**src/rtl/aci_pkg.sv**
```systemverilog
package aci_pkg;
  localparam int unsigned ID_W   = 10;
  localparam int unsigned PRIO_W = 8;

  localparam logic [ID_W-1:0]  ID_NONE   = 10'h3FF;
  localparam logic [PRIO_W:0]  PRIO_IDLE = 9'h100;

  // one predecessor link: the interrupt that was running before, and its priority
  typedef struct packed {
    logic [ID_W-1:0] id;
    logic [PRIO_W:0] prio;
  } link_t;

  localparam link_t LINK_EMPTY = '{id: ID_NONE, prio: PRIO_IDLE};

  // word index of each register, req_addr[4:2]
  typedef enum logic [2:0] {
    OFS_CTRL  = 3'd0,
    OFS_MASK  = 3'd1,
    OFS_BPT   = 3'd2,
    OFS_ACK   = 3'd3,
    OFS_EOI   = 3'd4,
    OFS_RPRI  = 3'd5,
    OFS_HPEND = 3'd6
  } reg_ofs_e;
endpackage

```
**src/rtl/aci_link_table.sv**
```systemverilog
module aci_link_table import aci_pkg::*; #(
  parameter int unsigned NUM_IRQ  = 64,
  parameter int unsigned RD_PORTS = 3
) (
  input  logic            clk,
  input  logic            rst_n,
  input  logic [ID_W-1:0] rd_idx [RD_PORTS],
  output link_t           rd_data [RD_PORTS],
  input  logic            wr_en,
  input  logic [ID_W-1:0] wr_idx,
  input  link_t           wr_data
);
  localparam int unsigned     IDX_W      = (NUM_IRQ > 1) ? $clog2(NUM_IRQ) : 1;
  localparam logic [ID_W-1:0] NUM_IRQ_ID = ID_W'(NUM_IRQ);

  link_t mem_q [NUM_IRQ];

  always_ff @(posedge clk or negedge rst_n) begin
    if (!rst_n) begin
      for (int e = 0; e < NUM_IRQ; e++) mem_q[e] <= LINK_EMPTY;
    end else if (wr_en && (wr_idx < NUM_IRQ_ID)) begin
      mem_q[wr_idx[IDX_W-1:0]] <= wr_data;
    end
  end

  // out-of-range IDs (including 1023) read as an empty link
  for (genvar p = 0; p < RD_PORTS; p++) begin : g_rd
    always_comb begin
      if (rd_idx[p] < NUM_IRQ_ID) rd_data[p] = mem_q[rd_idx[p][IDX_W-1:0]];
      else                        rd_data[p] = LINK_EMPTY;
    end
  end
endmodule

```
**src/rtl/aci_chain_walker.sv**
```systemverilog
module aci_chain_walker import aci_pkg::*; #(
  parameter int unsigned NUM_IRQ = 64
) (
  input  logic            clk,
  input  logic            rst_n,
  input  logic            start,
  input  logic [ID_W-1:0] start_cur,
  input  logic [ID_W-1:0] start_tgt,
  input  link_t           lk_cur,
  input  link_t           lk_tgt,
  output logic [ID_W-1:0] cur_idx,
  output logic [ID_W-1:0] tgt_idx,
  output logic            busy,
  output logic            wr_en,
  output logic [ID_W-1:0] wr_idx,
  output link_t           wr_data
);
  localparam int unsigned    CNT_W     = $clog2(NUM_IRQ + 1);
  localparam logic [CNT_W-1:0] STEP_LAST = CNT_W'(NUM_IRQ);

  typedef enum logic {W_IDLE, W_WALK} wstate_e;

  wstate_e          st_q, st_d;
  logic [ID_W-1:0]  cur_q, cur_d, tgt_q, tgt_d;
  logic [CNT_W-1:0] cnt_q, cnt_d;
  logic             ld_en;

  always_comb begin
    st_d  = st_q;
    cur_d = cur_q;
    tgt_d = tgt_q;
    cnt_d = cnt_q;
    wr_en = 1'b0;
    ld_en = 1'b0;
    unique case (st_q)
      W_IDLE: begin
        if (start) begin
          st_d  = W_WALK;
          cur_d = start_cur;
          tgt_d = start_tgt;
          cnt_d = '0;
          ld_en = 1'b1;
        end
      end
      W_WALK: begin
        if (lk_cur.id == ID_NONE || cnt_q == STEP_LAST) begin
          st_d = W_IDLE;
        end else if (lk_cur.id == tgt_q) begin
          wr_en = 1'b1;
          st_d  = W_IDLE;
        end else begin
          cur_d = lk_cur.id;
          cnt_d = cnt_q + 1'b1;
          ld_en = 1'b1;
        end
      end
      default: st_d = W_IDLE;
    endcase
  end

  always_ff @(posedge clk or negedge rst_n) begin
    if (!rst_n) begin
      st_q  <= W_IDLE;
      cur_q <= ID_NONE;
      tgt_q <= ID_NONE;
      cnt_q <= '0;
    end else begin
      st_q <= st_d;
      if (ld_en) begin
        cur_q <= cur_d;
        tgt_q <= tgt_d;
        cnt_q <= cnt_d;
      end
    end
  end

  assign busy    = (st_q == W_WALK);
  assign cur_idx = cur_q;
  assign tgt_idx = tgt_q;
  assign wr_idx  = cur_q;
  assign wr_data = lk_tgt;

  // a new walk is only launched from idle
  p_start_idle_r9: assert property (@(posedge clk) disable iff (!rst_n)
    start |-> st_q == W_IDLE);
  // a splice write ends the walk
  p_splice_ends_r9: assert property (@(posedge clk) disable iff (!rst_n)
    wr_en |=> !busy);
endmodule

```
**src/rtl/aci_cpu_if.sv**
```systemverilog
module aci_cpu_if import aci_pkg::*; #(
  parameter int unsigned      NUM_IRQ    = 64,
  parameter logic [PRIO_W-1:0] MASK_RESET = 8'hF0
) (
  input  logic               clk,
  input  logic               rst_n,
  input  logic               req_valid,
  input  logic               req_write,
  input  logic [4:0]         req_addr,
  input  logic [31:0]        req_wdata,
  output logic               busy,
  output logic               rsp_valid,
  output logic [31:0]        rsp_rdata,
  input  logic [ID_W-1:0]    hp_id,
  input  logic [PRIO_W-1:0]  hp_prio,
  input  logic [NUM_IRQ-1:0] cfg_level,
  input  logic [NUM_IRQ-1:0] cfg_enable,
  input  logic [NUM_IRQ-1:0] cfg_edge,
  input  logic [NUM_IRQ-1:0] cfg_target,
  input  logic [NUM_IRQ-1:0] cfg_one_of_n,
  output logic               irq_out,
  output logic               pend_clr_valid,
  output logic [ID_W-1:0]    pend_clr_id,
  output logic               pend_clr_all,
  output logic               pend_set_valid,
  output logic [ID_W-1:0]    pend_set_id
);
  localparam int unsigned     IDX_W      = (NUM_IRQ > 1) ? $clog2(NUM_IRQ) : 1;
  localparam logic [ID_W-1:0] NUM_IRQ_ID = ID_W'(NUM_IRQ);

  // state
  logic              en_q, en_d, ctrl_we;
  logic [PRIO_W-1:0] mask_q, mask_d;
  logic              mask_we;
  logic [ID_W-1:0]   run_id_q, run_id_d;
  logic [PRIO_W:0]   run_prio_q, run_prio_d;
  logic              run_we;
  logic              rsp_valid_q;
  logic [31:0]       rsp_rdata_q, rsp_rdata_d;
  logic              pclr_v_q, pclr_all_q, pclr_all_d;
  logic [ID_W-1:0]   pclr_id_q;
  logic              pset_v_q;
  logic [ID_W-1:0]   pset_id_q;

  // decode
  reg_ofs_e          ofs;
  logic              accept, rd_go;
  logic [ID_W-1:0]   eff_id, eoi_id;
  logic              preempt, ack_go, eoi_go, eoi_top, walk_go, refire;
  logic [IDX_W-1:0]  eoi_idx, ack_idx;
  logic              eoi_in, ack_in;

  // link table ports: 0 = running entry, 1 = walk cursor, 2 = walk target
  logic [ID_W-1:0]   lk_idx [3];
  link_t             lk_dat [3];
  logic              lk_we;
  logic [ID_W-1:0]   lk_widx;
  link_t             lk_wdat;

  logic              wk_busy, wk_we;
  logic [ID_W-1:0]   wk_cur, wk_tgt, wk_widx;
  link_t             wk_wdat;

  logic              unused_bits;
  assign unused_bits = ^{req_addr[1:0], req_wdata[31:ID_W]};

  assign ofs     = reg_ofs_e'(req_addr[4:2]);
  assign accept  = req_valid && !wk_busy;
  assign rd_go   = accept && !req_write;

  assign eff_id  = (en_q && hp_prio <= mask_q) ? hp_id : ID_NONE;
  assign preempt = (eff_id != ID_NONE) && ({1'b0, hp_prio} < run_prio_q);

  assign ack_go  = rd_go && (ofs == OFS_ACK) && preempt;
  assign ack_in  = eff_id < NUM_IRQ_ID;
  assign ack_idx = eff_id[IDX_W-1:0];

  assign eoi_id  = req_wdata[ID_W-1:0];
  assign eoi_go  = accept && req_write && (ofs == OFS_EOI) && (run_id_q != ID_NONE);
  assign eoi_top = eoi_go && (eoi_id == run_id_q);
  assign walk_go = eoi_go && (eoi_id != run_id_q);
  assign eoi_in  = eoi_id < NUM_IRQ_ID;
  assign eoi_idx = eoi_id[IDX_W-1:0];
  assign refire  = eoi_go && eoi_in && !cfg_edge[eoi_idx] && cfg_enable[eoi_idx]
                   && cfg_level[eoi_idx] && cfg_target[eoi_idx];

  // next state
  always_comb begin
    ctrl_we    = accept && req_write && (ofs == OFS_CTRL);
    mask_we    = accept && req_write && (ofs == OFS_MASK);
    en_d       = req_wdata[0];
    mask_d     = req_wdata[PRIO_W-1:0];
    run_we     = ack_go || eoi_top;
    run_id_d   = ack_go ? eff_id : lk_dat[0].id;
    run_prio_d = ack_go ? {1'b0, hp_prio} : lk_dat[0].prio;
    pclr_all_d = ack_in && cfg_one_of_n[ack_idx];
    unique case (ofs)
      OFS_CTRL:  rsp_rdata_d = {31'd0, en_q};
      OFS_MASK:  rsp_rdata_d = {{(32-PRIO_W){1'b0}}, mask_q};
      OFS_ACK:   rsp_rdata_d = {{(32-ID_W){1'b0}}, preempt ? eff_id : ID_NONE};
      OFS_RPRI:  rsp_rdata_d = {{(31-PRIO_W){1'b0}}, run_prio_q};
      OFS_HPEND: rsp_rdata_d = {{(32-ID_W){1'b0}}, eff_id};
      default:   rsp_rdata_d = 32'd0;
    endcase
  end

  // registers
  always_ff @(posedge clk or negedge rst_n) begin
    if (!rst_n) begin
      en_q        <= 1'b0;
      mask_q      <= MASK_RESET;
      run_id_q    <= ID_NONE;
      run_prio_q  <= PRIO_IDLE;
      rsp_valid_q <= 1'b0;
      rsp_rdata_q <= '0;
      pclr_v_q    <= 1'b0;
      pclr_id_q   <= ID_NONE;
      pclr_all_q  <= 1'b0;
      pset_v_q    <= 1'b0;
      pset_id_q   <= ID_NONE;
    end else begin
      if (ctrl_we) en_q <= en_d;
      if (mask_we) mask_q <= mask_d;
      if (run_we) begin
        run_id_q   <= run_id_d;
        run_prio_q <= run_prio_d;
      end
      rsp_valid_q <= rd_go;
      if (rd_go) rsp_rdata_q <= rsp_rdata_d;
      pclr_v_q <= ack_go;
      if (ack_go) begin
        pclr_id_q  <= eff_id;
        pclr_all_q <= pclr_all_d;
      end
      pset_v_q <= refire;
      if (refire) pset_id_q <= eoi_id;
    end
  end

  // link storage and chain walker
  assign lk_idx[0] = run_id_q;
  assign lk_idx[1] = wk_cur;
  assign lk_idx[2] = wk_tgt;
  assign lk_we     = ack_go || wk_we;
  assign lk_widx   = ack_go ? eff_id : wk_widx;
  assign lk_wdat   = ack_go ? link_t'{id: run_id_q, prio: run_prio_q} : wk_wdat;

  aci_link_table #(.NUM_IRQ(NUM_IRQ), .RD_PORTS(3)) u_links (
    .clk     (clk),
    .rst_n   (rst_n),
    .rd_idx  (lk_idx),
    .rd_data (lk_dat),
    .wr_en   (lk_we),
    .wr_idx  (lk_widx),
    .wr_data (lk_wdat)
  );

  aci_chain_walker #(.NUM_IRQ(NUM_IRQ)) u_walk (
    .clk       (clk),
    .rst_n     (rst_n),
    .start     (walk_go),
    .start_cur (run_id_q),
    .start_tgt (eoi_id),
    .lk_cur    (lk_dat[1]),
    .lk_tgt    (lk_dat[2]),
    .cur_idx   (wk_cur),
    .tgt_idx   (wk_tgt),
    .busy      (wk_busy),
    .wr_en     (wk_we),
    .wr_idx    (wk_widx),
    .wr_data   (wk_wdat)
  );

  assign busy           = wk_busy;
  assign rsp_valid      = rsp_valid_q;
  assign rsp_rdata      = rsp_rdata_q;
  assign irq_out        = preempt;
  assign pend_clr_valid = pclr_v_q;
  assign pend_clr_id    = pclr_id_q;
  assign pend_clr_all   = pclr_all_q;
  assign pend_set_valid = pset_v_q;
  assign pend_set_id    = pset_id_q;

  // idle running ID and idle running priority go together
  p_idle_pair_r8: assert property (@(posedge clk) disable iff (!rst_n)
    (run_id_q == ID_NONE) == (run_prio_q == PRIO_IDLE));
  // a successful acknowledge always raises the running priority level
  p_ack_raises_r5: assert property (@(posedge clk) disable iff (!rst_n)
    ack_go |=> run_prio_q < $past(run_prio_q));
  // completion with nothing running leaves the state alone
  p_eoi_idle_r6: assert property (@(posedge clk) disable iff (!rst_n)
    (accept && req_write && ofs == OFS_EOI && run_id_q == ID_NONE)
      |=> ($stable(run_id_q) && !pend_set_valid));
  // the running interrupt is untouched during a walk
  p_walk_hold_r9: assert property (@(posedge clk) disable iff (!rst_n)
    wk_busy |=> $stable(run_id_q));
  // no response to a request made while busy
  p_busy_quiet_r10: assert property (@(posedge clk) disable iff (!rst_n)
    (req_valid && wk_busy) |=> !rsp_valid);
  // acknowledge and completion pulses never coincide
  p_pulse_excl_r7: assert property (@(posedge clk) disable iff (!rst_n)
    !(pend_clr_valid && pend_set_valid));
endmodule

```
**config.mk**
```make
export PLATFORM = sky130hd
export DESIGN_NAME = aci_cpu_if
export DESIGN_NICKNAME = d
export VERILOG_FILES = /design/src/rtl/aci_pkg.sv /design/src/rtl/aci_link_table.sv /design/src/rtl/aci_chain_walker.sv /design/src/rtl/aci_cpu_if.sv
export SDC_FILE = /design/constraint.sdc
export NUM_CORES = 2
export LEC_CHECK = 0
export ABC_CLOCK_PERIOD_IN_PS = 5800
export BUFFER_PORTS_ARGS = -buffer_cell sky130_fd_sc_hd__clkbuf_2
export CAP_MARGIN = 25
export CORE_AREA = 3 3 396 398
export DETAILED_ROUTE_END_ITERATION = 16
export DIE_AREA = 0 0 399 401
export PLACE_DENSITY = 0.71
export SETUP_SLACK_MARGIN = 0.1
export SLEW_MARGIN = 15
export SYNTH_ARGS = -nofsm -noshare
export SYNTH_HDL_FRONTEND = slang
export SYNTH_HIERARCHICAL = 1
export SYNTH_SLANG_ARGS = --single-unit
```
**constraint.sdc**
```tcl
create_clock -name clk -period 5.8 [get_ports clk]
set_clock_uncertainty 0.05 [all_clocks]
set_input_delay 0.87 -clock clk [delete_from_list [all_inputs] [get_ports clk]]
set_output_delay 0.87 -clock clk [all_outputs]
set_load 0.005 [all_outputs]
```
==> results.py <==
metrics = {
    "cells_and_area": {
        "area_delta_synth_final_pct": 12.5,
        "final_area_mm2": 0.0883,
        "drive_above_1_share": 0.669,
        "final-seq-area_mm2": 0.0337,
        "num-fill-cells": 11800,
        "post-route-util": 0.574,
        "fin_nets": 5880,
        "multi_input_area_mm2": 0.0421,
    },
    "placement": {
        "hpwl_um": 174000,
        "globalplace.congestion": 0.953,
        "io_buffers": 390,
        "pre_cts_ws_ns": 0.165,
        "dpl_cell_area_mm2": 0.0833,
    },
    "critical_path": {
        "reg2reg_slack_ns": 0.22,
        "crit_required_ns": 6.42,
        "r2r-end": "u_links/mem_q[1048]",
        "crit_start": "u_walk/cur_idx[0]",
        "criticalPathCategory": "reg -> reg",
        "endpoint_kind": "register",
        "cp_data_arrival_time_ns": 6.20,
        "crit_end": "u_links/mem_q[1048]",
        "ff2ff_path_depth": 17,
        "worstPathMaxFanout": 20,
        "cp-start-kind": "register",
        "timing.rr.start": "u_walk/cur_idx[0]",
    },
    "sta": {
        "fin_tns_setup_ns": 0,
        "hold_viol_final": 0,
        "fin_crit_sh": 0.962,
        "max_freq_mhz": 179,
        "period_needed_ns": 5.58,
        "rsz0062_at_grt": "false",
        "relSlewSlack": 0.261,
        "layout_setup_ws_ns": 0.222,
        "whs_ns": 0.325,
        "drv_slew": 0,
        "setup_viol": 0,
        "tightest_slew_ns": 1.11,
    },
    "clock_network": {
        "cts_max_path_buffers": 3,
        "cts_buffers": 143,
        "clkSinkCount": 1306,
        "path_clk_slew_ns": 0.06,
        "clock_latency_ns": 0.82,
        "h-tree-depth": 4,
        "cts_tree": "done",
        "clock-root-buffer": "clkbuf_16",
    },
    "flow_run": {
        "max_cap_violations": 0,
    },
    "drt": {
        "firstDrtPassIters": 6,
        "routed_wl_um": 269000,
        "wire_per_inst_um": 35.1,
        "viasPerCell": 7.01,
        "drcViolationCount": 0,
        "drtAntennaViolNets": 0,
        "drtIter0Drc": 6587,
        "routed-via-count": 53700,
    },
    "global_routing": {
        "gr-total-overflow": 0,
        "antenna_found_initial": 39,
        "grt_pass1_vias": 53900,
        "grt_max_degree": 176,
        "grt_pass1_wl_um": 386000,
        "grt_usage": 0.337,
    },
    "yosys": {
        "synth_area_mm2": 0.0785,
        "syn_area_per_cell_um2": 15.0,
        "synthCells": 5240,
        "ys.warnings.count": 6,
    },
    "die": {
        "die_h_um": 401,
        "initial_core_util": 0.511,
        "core_area_mm2": 0.154,
        "die_area_mm2": 0.160,
        "ioPinCount": 437,
        "fp.dieW_um": 399,
        "row_count": 144,
    },
    "outcome": {
        "run_status": "completed",
    },
    "power": {
        "p_leak_nw": 36.5,
        "power_density_mw_per_mm2": 353,
        "peakVddDrop_mv": 0.569,
    },
    "hold_path": {
        "hold_class": "in -> reg",
    },
}
==> critical path, stage by stage, from the launching register on <==
cell and delay (ns):
dfstp_4 0.69, buf_12 0.23, buf_4 0.28, mux4_2 0.52
mux4_2 0.49, o22ai_1 0.28, a21oi_1 0.14, xor2_1 0.20
nor4_2 0.36, nand3_2 0.15, nor3b_1 0.22, nand2b_1 0.28
nand2_1 0.12, or4_1 0.40, buf_4 0.24, nor2_4 0.15
buf_12 0.26, mux2_1 0.36
==> state kept, by name (all words and copies together) (netlist names) <==
name / cells
pend_clr_all: 1
u_walk/busy: 1
pend_set_id: 10
rsp_rdata: 10
u_walk/cur_idx: 10
mask_q: 8
run_prio_q: 9
pend_set_valid: 1
u_walk/cnt_q: 7
pend_clr_valid: 1
rsp_valid: 1
pend_clr_id: 10
run_id_q: 10
en_q: 1
u_links/mem_q: 1216
u_walk/tgt_idx: 10
==> through the flow <==
step	instances	total power, W
floorplan	5261	0.0175
global placement	7374	0.0213
detailed placement	7378	0.0215
CTS	7636	0.0310
global route	7650	0.0322
finish	7663	0.0312
==> cell type report <==
type                            instances  area share
Clock buffer                          205      0.0465
Tap cell                             2044      0.0290
Clock inverter                         53     0.00845
Timing Repair Buffer                  673      0.0552
Sequential cell                      1306       0.381
Inverter                               36     0.00156
Antenna cell                           22    0.000624
Multi-Input combinational cell       3324       0.477
==> layout by cell type (no fill, tap or decap), drive strengths merged, types with 12 or more instances in the layout <==
cell / n
mux2: 1272
mux4: 908
dfstp: 759
clkbuf: 594
dfrtp: 547
buf: 284
nand2: 276
nor2: 118
mux2i: 115
a21oi: 64
o21ai: 62
a22oi: 56
inv: 44
o22ai: 35
nand3: 34
a221oi: 33
nor2b: 32
clkinv: 31
nand4b: 29
diode: 22
conb: 22
nand4: 21
ha: 17
a211oi: 16
nor3: 15
nor4: 14
xor2: 13
and3: 13
nand2b: 12
o211ai: 12
==> how the worst min path moves through the flow <==
| stage | startpoint | end | slack (ns) | depth (start not counted) |
|---|---|---|---|---|
| 6_report | req_wdata[8] | u_walk/tgt_idx[8] | 0.33 | 3 |
| 5_1_grt | req_wdata[8] | u_walk/tgt_idx[8] | 0.30 | 3 |
| 4_1_cts | req_wdata[8] | u_walk/tgt_idx[8] | 0.29 | 3 |
| 3_5_place_dp | pend_clr_id[6] | pend_clr_id[6] | 0.40 | 2 |
| 3_3_place_gp | pend_clr_id[8] | pend_clr_id[8] | 0.40 | 2 |
| 2_1_floorplan | u_walk/cnt_q[6] | u_walk/cnt_q[6] | 0.40 | 1 |
==> report_power, final <==
group	total (W)	internal (W)	switching (W)	leakage (nW)
Combinational	0.0112	0.00394	0.00730	18.7
Sequential	0.0105	0.00957	0.000907	15.4
Clock	0.00944	0.00547	0.00397	2.37
==> layer usage <==
metal | track usage | part of all wire
met5 | 0 | 0.00081
met4 | 0.217 | 0.074
met3 | 0.112 | 0.12
met2 | 0.498 | 0.45
met1 | 0.425 | 0.36
==> timing repair <==
item | in CTS | in global routing
setup endpoints to repair | 8 | 1063
gates resized for setup | 1 | 12
setup buffers | 0 | 4
hold buffers | 0 | 0
Power figures use the tool's default switching activity.
